File: src/rtl/irq_ctrl_pkg.sv
package irq_ctrl_pkg;
  localparam int DW = 8;
  localparam int AW = 3;
  localparam int NB = 3;
  localparam int SUM_GRP0_BIT = 1;
  localparam int SUM_GRP1_BIT = 2;

  typedef enum logic [AW-1:0] {
    ADR_STAT_A = 3'd0,
    ADR_EN_A   = 3'd1,
    ADR_STAT_B = 3'd2,
    ADR_EN_B   = 3'd3,
    ADR_STAT_X = 3'd4,
    ADR_EN_X   = 3'd5,
    ADR_DIAG   = 3'd6
  } reg_addr_e;
endpackage

File: src/rtl/irq_bank.sv
module irq_bank #(
  parameter int W = 8,
  parameter logic [W-1:0] MASK = '1
) (
  input  logic         clk,
  input  logic         rst_n,
  input  logic         sw_rst,
  input  logic         diag,
  input  logic         wr_stat,
  input  logic         wr_en,
  input  logic [W-1:0] wdata,
  input  logic [W-1:0] evt,
  output logic [W-1:0] stat_q,
  output logic [W-1:0] en_q
);
  logic [W-1:0] evt_m;
  logic [W-1:0] wd_m;
  logic [W-1:0] stat_d;

  assign evt_m = evt & MASK;
  assign wd_m  = wdata & MASK;

  always_comb begin
    if (sw_rst)
      stat_d = '0;
    else if (wr_stat && diag)
      stat_d = wd_m | evt_m;
    else if (wr_stat)
      stat_d = (stat_q & ~wd_m) | evt_m;
    else
      stat_d = stat_q | evt_m;
  end

  always_ff @(posedge clk or negedge rst_n) begin
    if (!rst_n) begin
      stat_q <= '0;
      en_q   <= '0;
    end else begin
      stat_q <= stat_d;
      if (wr_en)
        en_q <= wd_m;
    end
  end

  AST_EVT_SETS: assert property (@(posedge clk) disable iff (!rst_n)
    ((evt_m != '0) && !sw_rst) |=> ((stat_q & $past(evt_m)) == $past(evt_m)));
  AST_W1C_CLEARS: assert property (@(posedge clk) disable iff (!rst_n)
    (wr_stat && !diag && !sw_rst) |=> ((stat_q & $past(wdata & ~evt & MASK)) == '0));
  AST_W0_KEEPS: assert property (@(posedge clk) disable iff (!rst_n)
    (wr_stat && !diag && !sw_rst && ((wdata & MASK) == '0)) |=> (stat_q == $past(stat_q | evt_m)));
  AST_SET_WINS: assert property (@(posedge clk) disable iff (!rst_n)
    (wr_stat && !sw_rst && ((wdata & evt & MASK) != '0)) |=> ((stat_q & $past(wdata & evt & MASK)) != '0));
  AST_DIAG_ZERO: assert property (@(posedge clk) disable iff (!rst_n)
    (wr_stat && diag && !sw_rst && ((wdata & MASK) == '0) && (evt_m == '0)) |=> (stat_q == '0));
  AST_SWRST_CLEARS: assert property (@(posedge clk) disable iff (!rst_n)
    sw_rst |=> (stat_q == '0));
  AST_EN_KEEP: assert property (@(posedge clk) disable iff (!rst_n)
    (!wr_en && !sw_rst) |=> $stable(en_q));
  AST_UNIMPL: assert property (@(posedge clk) disable iff (!rst_n)
    ((stat_q & ~MASK) == '0) && ((en_q & ~MASK) == '0));
endmodule

File: src/rtl/irq_merge.sv
module irq_merge #(
  parameter int NB = 3,
  parameter int DW = 8
) (
  input  logic                   clk,
  input  logic                   rst_n,
  input  logic [NB-1:0][DW-1:0]  stat,
  input  logic [NB-1:0][DW-1:0]  en,
  output logic                   grp0,
  output logic                   grp1,
  output logic                   irq
);
  logic [NB-1:0] hit;
  logic [NB-1:0] nz;

  for (genvar g = 0; g < NB; g++) begin : g_bank
    assign hit[g] = |(stat[g] & en[g]);
    assign nz[g]  = |stat[g];
  end

  assign grp0 = |nz[NB-2:0];
  assign grp1 = nz[NB-1];

  always_ff @(posedge clk or negedge rst_n) begin
    if (!rst_n)
      irq <= 1'b0;
    else
      irq <= |hit;
  end
endmodule

File: src/rtl/irq_status_ctrl.sv
module irq_status_ctrl
  import irq_ctrl_pkg::*;
#(
  parameter logic [DW-1:0] A_MASK = '1,
  parameter logic [DW-1:0] B_MASK = '1,
  parameter logic [DW-1:0] X_MASK = 8'h58
) (
  input  logic          clk,
  input  logic          rst_n,
  input  logic          sw_rst,
  input  logic          bus_we,
  input  logic [AW-1:0] bus_addr,
  input  logic [DW-1:0] bus_wdata,
  output logic [DW-1:0] bus_rdata,
  input  logic [DW-1:0] evt_a,
  input  logic [DW-1:0] evt_b,
  input  logic [DW-1:0] evt_x,
  output logic          irq
);
  localparam logic [NB-1:0][DW-1:0] BANK_MASK = {X_MASK, B_MASK, A_MASK};
  localparam logic [DW-1:0] SUM_MASK = DW'((1 << SUM_GRP0_BIT) | (1 << SUM_GRP1_BIT));

  logic [NB-1:0][DW-1:0] st_w;
  logic [NB-1:0][DW-1:0] en_w;
  logic [NB-1:0][DW-1:0] evt_w;
  logic                  grp0;
  logic                  grp1;
  logic                  diag_q;
  logic [DW-1:0]         sum_bits;

  assign evt_w = {evt_x, evt_b, evt_a};

  always_ff @(posedge clk or negedge rst_n) begin
    if (!rst_n)
      diag_q <= 1'b0;
    else if (bus_we && (bus_addr == ADR_DIAG))
      diag_q <= bus_wdata[0];
  end

  for (genvar g = 0; g < NB; g++) begin : g_bank
    irq_bank #(
      .W    (DW),
      .MASK (BANK_MASK[g])
    ) i_bank (
      .clk     (clk),
      .rst_n   (rst_n),
      .sw_rst  (sw_rst),
      .diag    (diag_q),
      .wr_stat (bus_we && (bus_addr == AW'(2*g))),
      .wr_en   (bus_we && (bus_addr == AW'(2*g+1))),
      .wdata   (bus_wdata),
      .evt     (evt_w[g]),
      .stat_q  (st_w[g]),
      .en_q    (en_w[g])
    );
  end

  irq_merge #(
    .NB (NB),
    .DW (DW)
  ) i_merge (
    .clk   (clk),
    .rst_n (rst_n),
    .stat  (st_w),
    .en    (en_w),
    .grp0  (grp0),
    .grp1  (grp1),
    .irq   (irq)
  );

  always_comb begin
    sum_bits = '0;
    sum_bits[SUM_GRP0_BIT] = grp0;
    sum_bits[SUM_GRP1_BIT] = grp1;
  end

  always_comb begin
    case (reg_addr_e'(bus_addr))
      ADR_STAT_A: bus_rdata = st_w[0];
      ADR_EN_A:   bus_rdata = en_w[0];
      ADR_STAT_B: bus_rdata = st_w[1];
      ADR_EN_B:   bus_rdata = en_w[1];
      ADR_STAT_X: bus_rdata = st_w[2] | sum_bits;
      ADR_EN_X:   bus_rdata = en_w[2];
      ADR_DIAG:   bus_rdata = {{(DW-1){1'b0}}, diag_q};
      default:    bus_rdata = '0;
    endcase
  end

  AST_GRP0_FLAG: assert property (@(posedge clk) disable iff (!rst_n)
    (bus_addr == ADR_STAT_X) |-> (bus_rdata[SUM_GRP0_BIT] == ((st_w[0] != '0) || (st_w[1] != '0))));
  AST_GRP1_FLAG: assert property (@(posedge clk) disable iff (!rst_n)
    (bus_addr == ADR_STAT_X) |-> (bus_rdata[SUM_GRP1_BIT] == ((bus_rdata & X_MASK) != '0)));
  AST_IRQ_RISE: assert property (@(posedge clk) disable iff (!rst_n)
    (((st_w[0] & en_w[0]) != '0) || ((st_w[1] & en_w[1]) != '0) || ((st_w[2] & en_w[2]) != '0)) |=> irq);
  AST_IRQ_FALL: assert property (@(posedge clk) disable iff (!rst_n)
    (((st_w[0] & en_w[0]) == '0) && ((st_w[1] & en_w[1]) == '0) && ((st_w[2] & en_w[2]) == '0)) |=> !irq);
  AST_RSVD_ZERO: assert property (@(posedge clk) disable iff (!rst_n)
    (bus_addr == ADR_STAT_X) |-> ((bus_rdata & ~(X_MASK | SUM_MASK)) == '0));
  AST_UNMAPPED: assert property (@(posedge clk) disable iff (!rst_n)
    (bus_addr == 3'd7) |-> (bus_rdata == '0));
endmodule

File: config.mk
export PLATFORM = sky130hd
export DESIGN_NAME = irq_status_ctrl
export DESIGN_NICKNAME = d
export VERILOG_FILES = /design/src/rtl/irq_ctrl_pkg.sv /design/src/rtl/irq_bank.sv /design/src/rtl/irq_merge.sv /design/src/rtl/irq_status_ctrl.sv
export SDC_FILE = /design/constraint.sdc
export NUM_CORES = 1
export LEC_CHECK = 0
export ABC_CLOCK_PERIOD_IN_PS = 3100
export BUFFER_PORTS_ARGS = -buffer_cell sky130_fd_sc_hd__buf_2
export CORE_MARGIN = 2
export CORE_UTILIZATION = 45
export DETAILED_ROUTE_END_ITERATION = 10
export PLACE_DENSITY = 0.66
export SETUP_SLACK_MARGIN = 0.4
export SLEW_MARGIN = 20
export SYNTH_ARGS = -nofsm -noshare
export SYNTH_HDL_FRONTEND = slang
export SYNTH_SLANG_ARGS = --single-unit
File: constraint.sdc
create_clock -name clk -period 3.1 [get_ports clk]
set_clock_uncertainty 0.2 [all_clocks]
set_input_delay 0.93 -clock clk [delete_from_list [all_inputs] [get_ports clk]]
set_output_delay 0.93 -clock clk [all_outputs]
set_load 0.05 [all_outputs]
Yosys cells after proc, flatten, opt, wreduce, memory -nomap -nowiden
Cells that the tools add are included.
Word-level totals
  register bits: 45
  latch bits: 0
  RAM bits: 0
  memory bits (read-only): 0
  input bits: 39
  output and inout port bits: 9
  logic and storage cells: 56
  memories: 0
Operators by class
  add/subtract/negate cells: 0
  multipliers: 0
  divide/modulo/power cells: 0
  $lt $le $gt $ge: 0
  eq/ne operators: 6
  shift-type cells: 0
  mux-type cells: 10
  bitwise logic cells: 18
  reduce and logical (&&, ||, !) cells: 14
Operators with widths (number)
  2-to-1 mux 8 bit: 9
  one-hot mux 8 bit (7 select lines): 1
  bitwise OR 8 bit: 6
  AND 8 bit: 5
  OR reduction 24 bit: 1
  bitwise OR 8 x 7 -> 8 bit: 2
  OR reduction 16 bit: 1
  logical AND 1 bit: 10
  == test 3 bit, second input constant: 3
  AND 8 x 7 -> 8 bit: 1
  inverter 7 -> 8 bit: 1
  inverter 8 bit: 1
  bitwise OR 8 x 3 -> 8 bit: 1
  OR reduction 8 bit: 1
  bitwise OR 7 bit: 1
  == test 3 x 2 -> 1 bit, second input constant: 2
  == test 3 x 1 -> 1 bit, second input constant: 1
  logical NOT 3 bit: 1

Logic depth before layout (Yosys ltp)
  depth after elaboration: 6
  gate-level depth with buffers: 6

Cells and area by module
From an unflattened synthesis, not the netlist that was laid out.
Unflattened totals
  cells, all modules: 252
  area total of the unflattened synthesis: 2691.3 sq um
Modules (own cells, without submodules)
  irq_bank (g_bank[0].i_bank ...): instances 2, cells an instance 61, area an instance 797.0 sq um, sequential area each 400.4 sq um
  irq_status_ctrl: instances 1, cells an instance 72, area an instance 544.3 sq um, sequential area each 25.0 sq um
  irq_bank (g_bank[2].i_bank): instances 1, cells an instance 33, area an instance 360.3 sq um, sequential area each 150.1 sq um
  irq_merge: instances 1, cells an instance 25, area an instance 192.7 sq um, sequential area each 25.0 sq um

Worst setup path before layout
No wires, ideal clock.
  path kind: input to output
  start point: input port bus_addr[0]
  end point: output port bus_rdata[4]
  data arrival time: 2289 ps
  required time: 1970 ps
  setup slack: -319 ps
  cell stages on the path: 5
  path buffers: 2
  cells stage by stage: buf_6 buf_4 nor2b_1 a21oi_1 o221ai_1
Between the ends
  word-level cells in the longest chain between the ends: 2
  elaborated cells between the ends (all ways): 8
Ends and longest elaborated chain
  start, declared: line irq_status_ctrl.sv:12  | input logic [AW-1:0] bus_addr,
  == test 3 bit (tied with other cells): line irq_status_ctrl.sv:78  | case (reg_addr_e'(bus_addr))
  one-hot mux 8 bit (7 select lines) *: line irq_status_ctrl.sv:78
  end, declared: line irq_status_ctrl.sv:14  | output logic [DW-1:0] bus_rdata,
Mark *: on every way between the ends. The rest lies on a longest branch, timed or not.

Worst setup path in the final report
  start point: input port bus_addr[0]
  end point: output port bus_rdata[2]
Same word-level chain as after synthesis.

==> impl_metrics.json <==
{
  "grt_util_all_layers_pct": 24.1,
  "synthFlopType": "dfrtp_1",
  "die_w_um": 75.5,
  "rr_worst_depth": 4,
  "ant_nets": 0,
  "whs_ns": 0.339,
  "synth_area_leaders": "dfrtp_1 (44%), mux2_4 (5.2%), mux2_2 (4.9%), mux4_2 (4.9%), a21oi_1 (4.6%)",
  "synth.most_common_cell": "dfrtp_1",
  "final_nets": 313,
  "fin_tns_setup_ns": 0,
  "fin_ws_ns": 0.0145,
  "dp_slack_ns": -0.209,
  "power.density_mw_per_mm2": 515,
  "vias": 2018,
  "maxCapViolations": 0,
  "critical_path_arrival_ns": 1.96,
  "rsz0062_at_grt": "true",
  "yosys_register_bits": 40,
  "routed_wl_mm": 6.49,
  "drive_above_1_share_pct": 50.9,
  "holdPathStages": 1,
  "path_class": "primary input to output port",
  "setup_violations": 0,
  "antenna_found_initial": 0,
  "clkPwrFrac_pct": 29.3,
  "viasPerCell": 5.85,
  "utilization_pct": 62.2,
  "internal_power_mw": 1.11,
  "switching_share_pct": 30.7,
  "max_freq_mhz": 324,
  "period_share_pct": 99.5,
  "end_kind": "output port",
  "dp_hpwl_mm": 4.61,
  "ys_warn_count": 0,
  "core_area_mm2": 0.00501,
  "relSlewSlack_pct": 39.3,
  "clk_pin_slew_ns": 0.08,
  "grt_max_degree": 41,
  "clock_sinks": 40,
  "required_ns": 1.97,
  "ir_drop_uv": 380,
  "fp.dieH_um": 75.5,
  "drv_slew": 0,
  "initial_utilization_pct": 45.9,
  "postSynthAreaPerCell_um2": 10.9,
  "htree_levels": 2,
  "syn_area_mm2": 0.00230,
  "detail_route.first_pass.iterations": 4,
  "critPathMaxFanout": 5,
  "fp.dieArea_mm2": 0.00570,
  "synth_nets": 250,
  "cts-root-buf": "clkbuf_8",
  "cts_tree": "done",
  "gp_congestion": 0.861,
  "grt_pass1_wl_mm": 9.87,
  "hold_violations": 0,
  "synth-edff-count": 0,
  "io_pins": 48,
  "drc": 0,
  "leakagePower_nw": 1.32,
  "yosysUniqueCellTypes": 39,
  "area_delta_synth_final_pct": 35.4,
  "post_drt_wl_per_cell_um": 18.8,
  "cp-start-kind": "primary input",
  "drtIter0Drc": 120,
  "status": "finished clean",
  "first_global_vias": 1860,
  "worst_pin_slew_ns": 0.910,
  "port_buffers": 42,
  "antenna_cells": 0,
  "fp-row-count": 26,
  "cts_hold_buf": 0,
  "switching_power_uw": 492,
  "grt-ovfl-total": 0,
  "pwr-share-comb_pct": 28.5,
  "clockBufferDepth": 2,
  "hold_class": "flip-flop to flip-flop",
  "ys_async_sr_fraction_pct": 100,
  "timing.final.crit_period_ns": 3.09,
  "synth_top_area_share_pct": 43.5,
  "power_frac_seq_pct": 42.2,
  "synth_cells": 211,
  "synth_common_cells": "dfrtp_1 (40), a21oi_1 (21), o21ai_0 (20)",
  "yosysTopAreaCell": "dfrtp_1",
  "cts_buffers": 5,
  "ys_seq_area_share_pct": 43.5,
  "clk_latency_ns": 0.29
}
[per-stage QoR]
step / cell area (um2) / total power, mW / cells
2_1_floorplan: 2410 / 0.956 / 211
3_3_place_gp: 2720 / 1.07 / 327
3_5_place_dp: 2720 / 1.08 / 327
4_1_cts: 3010 / 1.59 / 337
5_1_grt: 3120 / 1.67 / 345
6_report: 3120 / 1.60 / 345
[logic make-up after synthesis]
kind of cell / share of synthesized area, %
DFF: 43.5
buffers and inverters: 3.97
and+or+nand+nor: 12.9
AOI/OAI and AO/OA: 21.4
muxes: 18.2
[worst paths after layout]
path / startpoint / to / slack, ns
max: bus_addr[0] / bus_rdata[2] / 0.01
min: g_bank[1].i_bank.en_q[7] / g_bank[1].i_bank.en_q[7] / 0.34
max reg2reg: g_bank[1].i_bank.stat_q[4] / i_merge.irq / 1.63
min reg2reg: g_bank[1].i_bank.en_q[7] / g_bank[1].i_bank.en_q[7] / 0.34
max in group asynchronous: rst_n / g_bank[2].i_bank.stat_q[6] / 1.57
min in group asynchronous: rst_n / g_bank[0].i_bank.en_q[5] / 0.57
[power groups by stage]
| stage | clock, mW | combinational [mW] | sequential (mW) |
|---|---|---|---|
| 6_report | 0.470 | 0.457 | 0.676 |
| 5_1_grt | 0.499 | 0.490 | 0.684 |
| 4_1_cts | 0.480 | 0.441 | 0.671 |
| 3_5_place_dp | 0 | 0.401 | 0.679 |
| 3_3_place_gp | 0 | 0.393 | 0.678 |
| 2_1_floorplan | 0 | 0.299 | 0.658 |
[metal layers]
metal / routed length (um) / vias to the layer above / track usage [%]
met5: 0 / - / 0
met4: 100 / 0 / 7.60
met3: 366 / 11 / 4.63
met2: 3120 / 72 / 37.3
met1: 2900 / 1005 / 34.4
li1: - / 930 / -
[worst max-delay path: stages]
cell and delay (ns):
buf_12 0.10, mux2i_4 0.21, a2bb2oi_2 0.17, nor2_1 0.05, a311o_2 0.33, buf_8 0.16
[repair_timing]
action,in CTS,in global routing
endpoints found under the setup margin,8,8
pin swaps,4,4
cloned,1,0
resized for setup,43,12
setup buffers,1,8
[final cells by class]
class / instances / area (um2)
Inverter: 3 / 11.3
Sequential cell: 40 / 1000
Timing Repair Buffer: 67 / 539
Multi-Input combinational cell: 157 / 1350
Clock buffer: 7 / 96.3
Tap cell: 70 / 87.6
Clock inverter: 1 / 30.0
Fill cell: 442 / 1890
[registers in the layout, summed over array words and instances, names as in the netlist]
name / flops
g_bank.i_bank.stat_q: 19
i_merge.irq: 1
diag_q: 1
g_bank.i_bank.en_q: 19
[layout by cell type, fill, tap and decap left out, types with 8 or more instances in the layout]
cell type  synthesis  final
dfrtp_1           40     40
buf_2              1     31
o21ai_0           20     20
a21oi_1           21     20
buf_4              2     20
a21oi_2           10     11
nor2_1            11     10
a31oi_1            9      9
mux2_4             8      9
mux2_2            10      9
buf_6              4      9
a22oi_1           10      8
No activity file was read; power rests on OpenSTA's default activity.
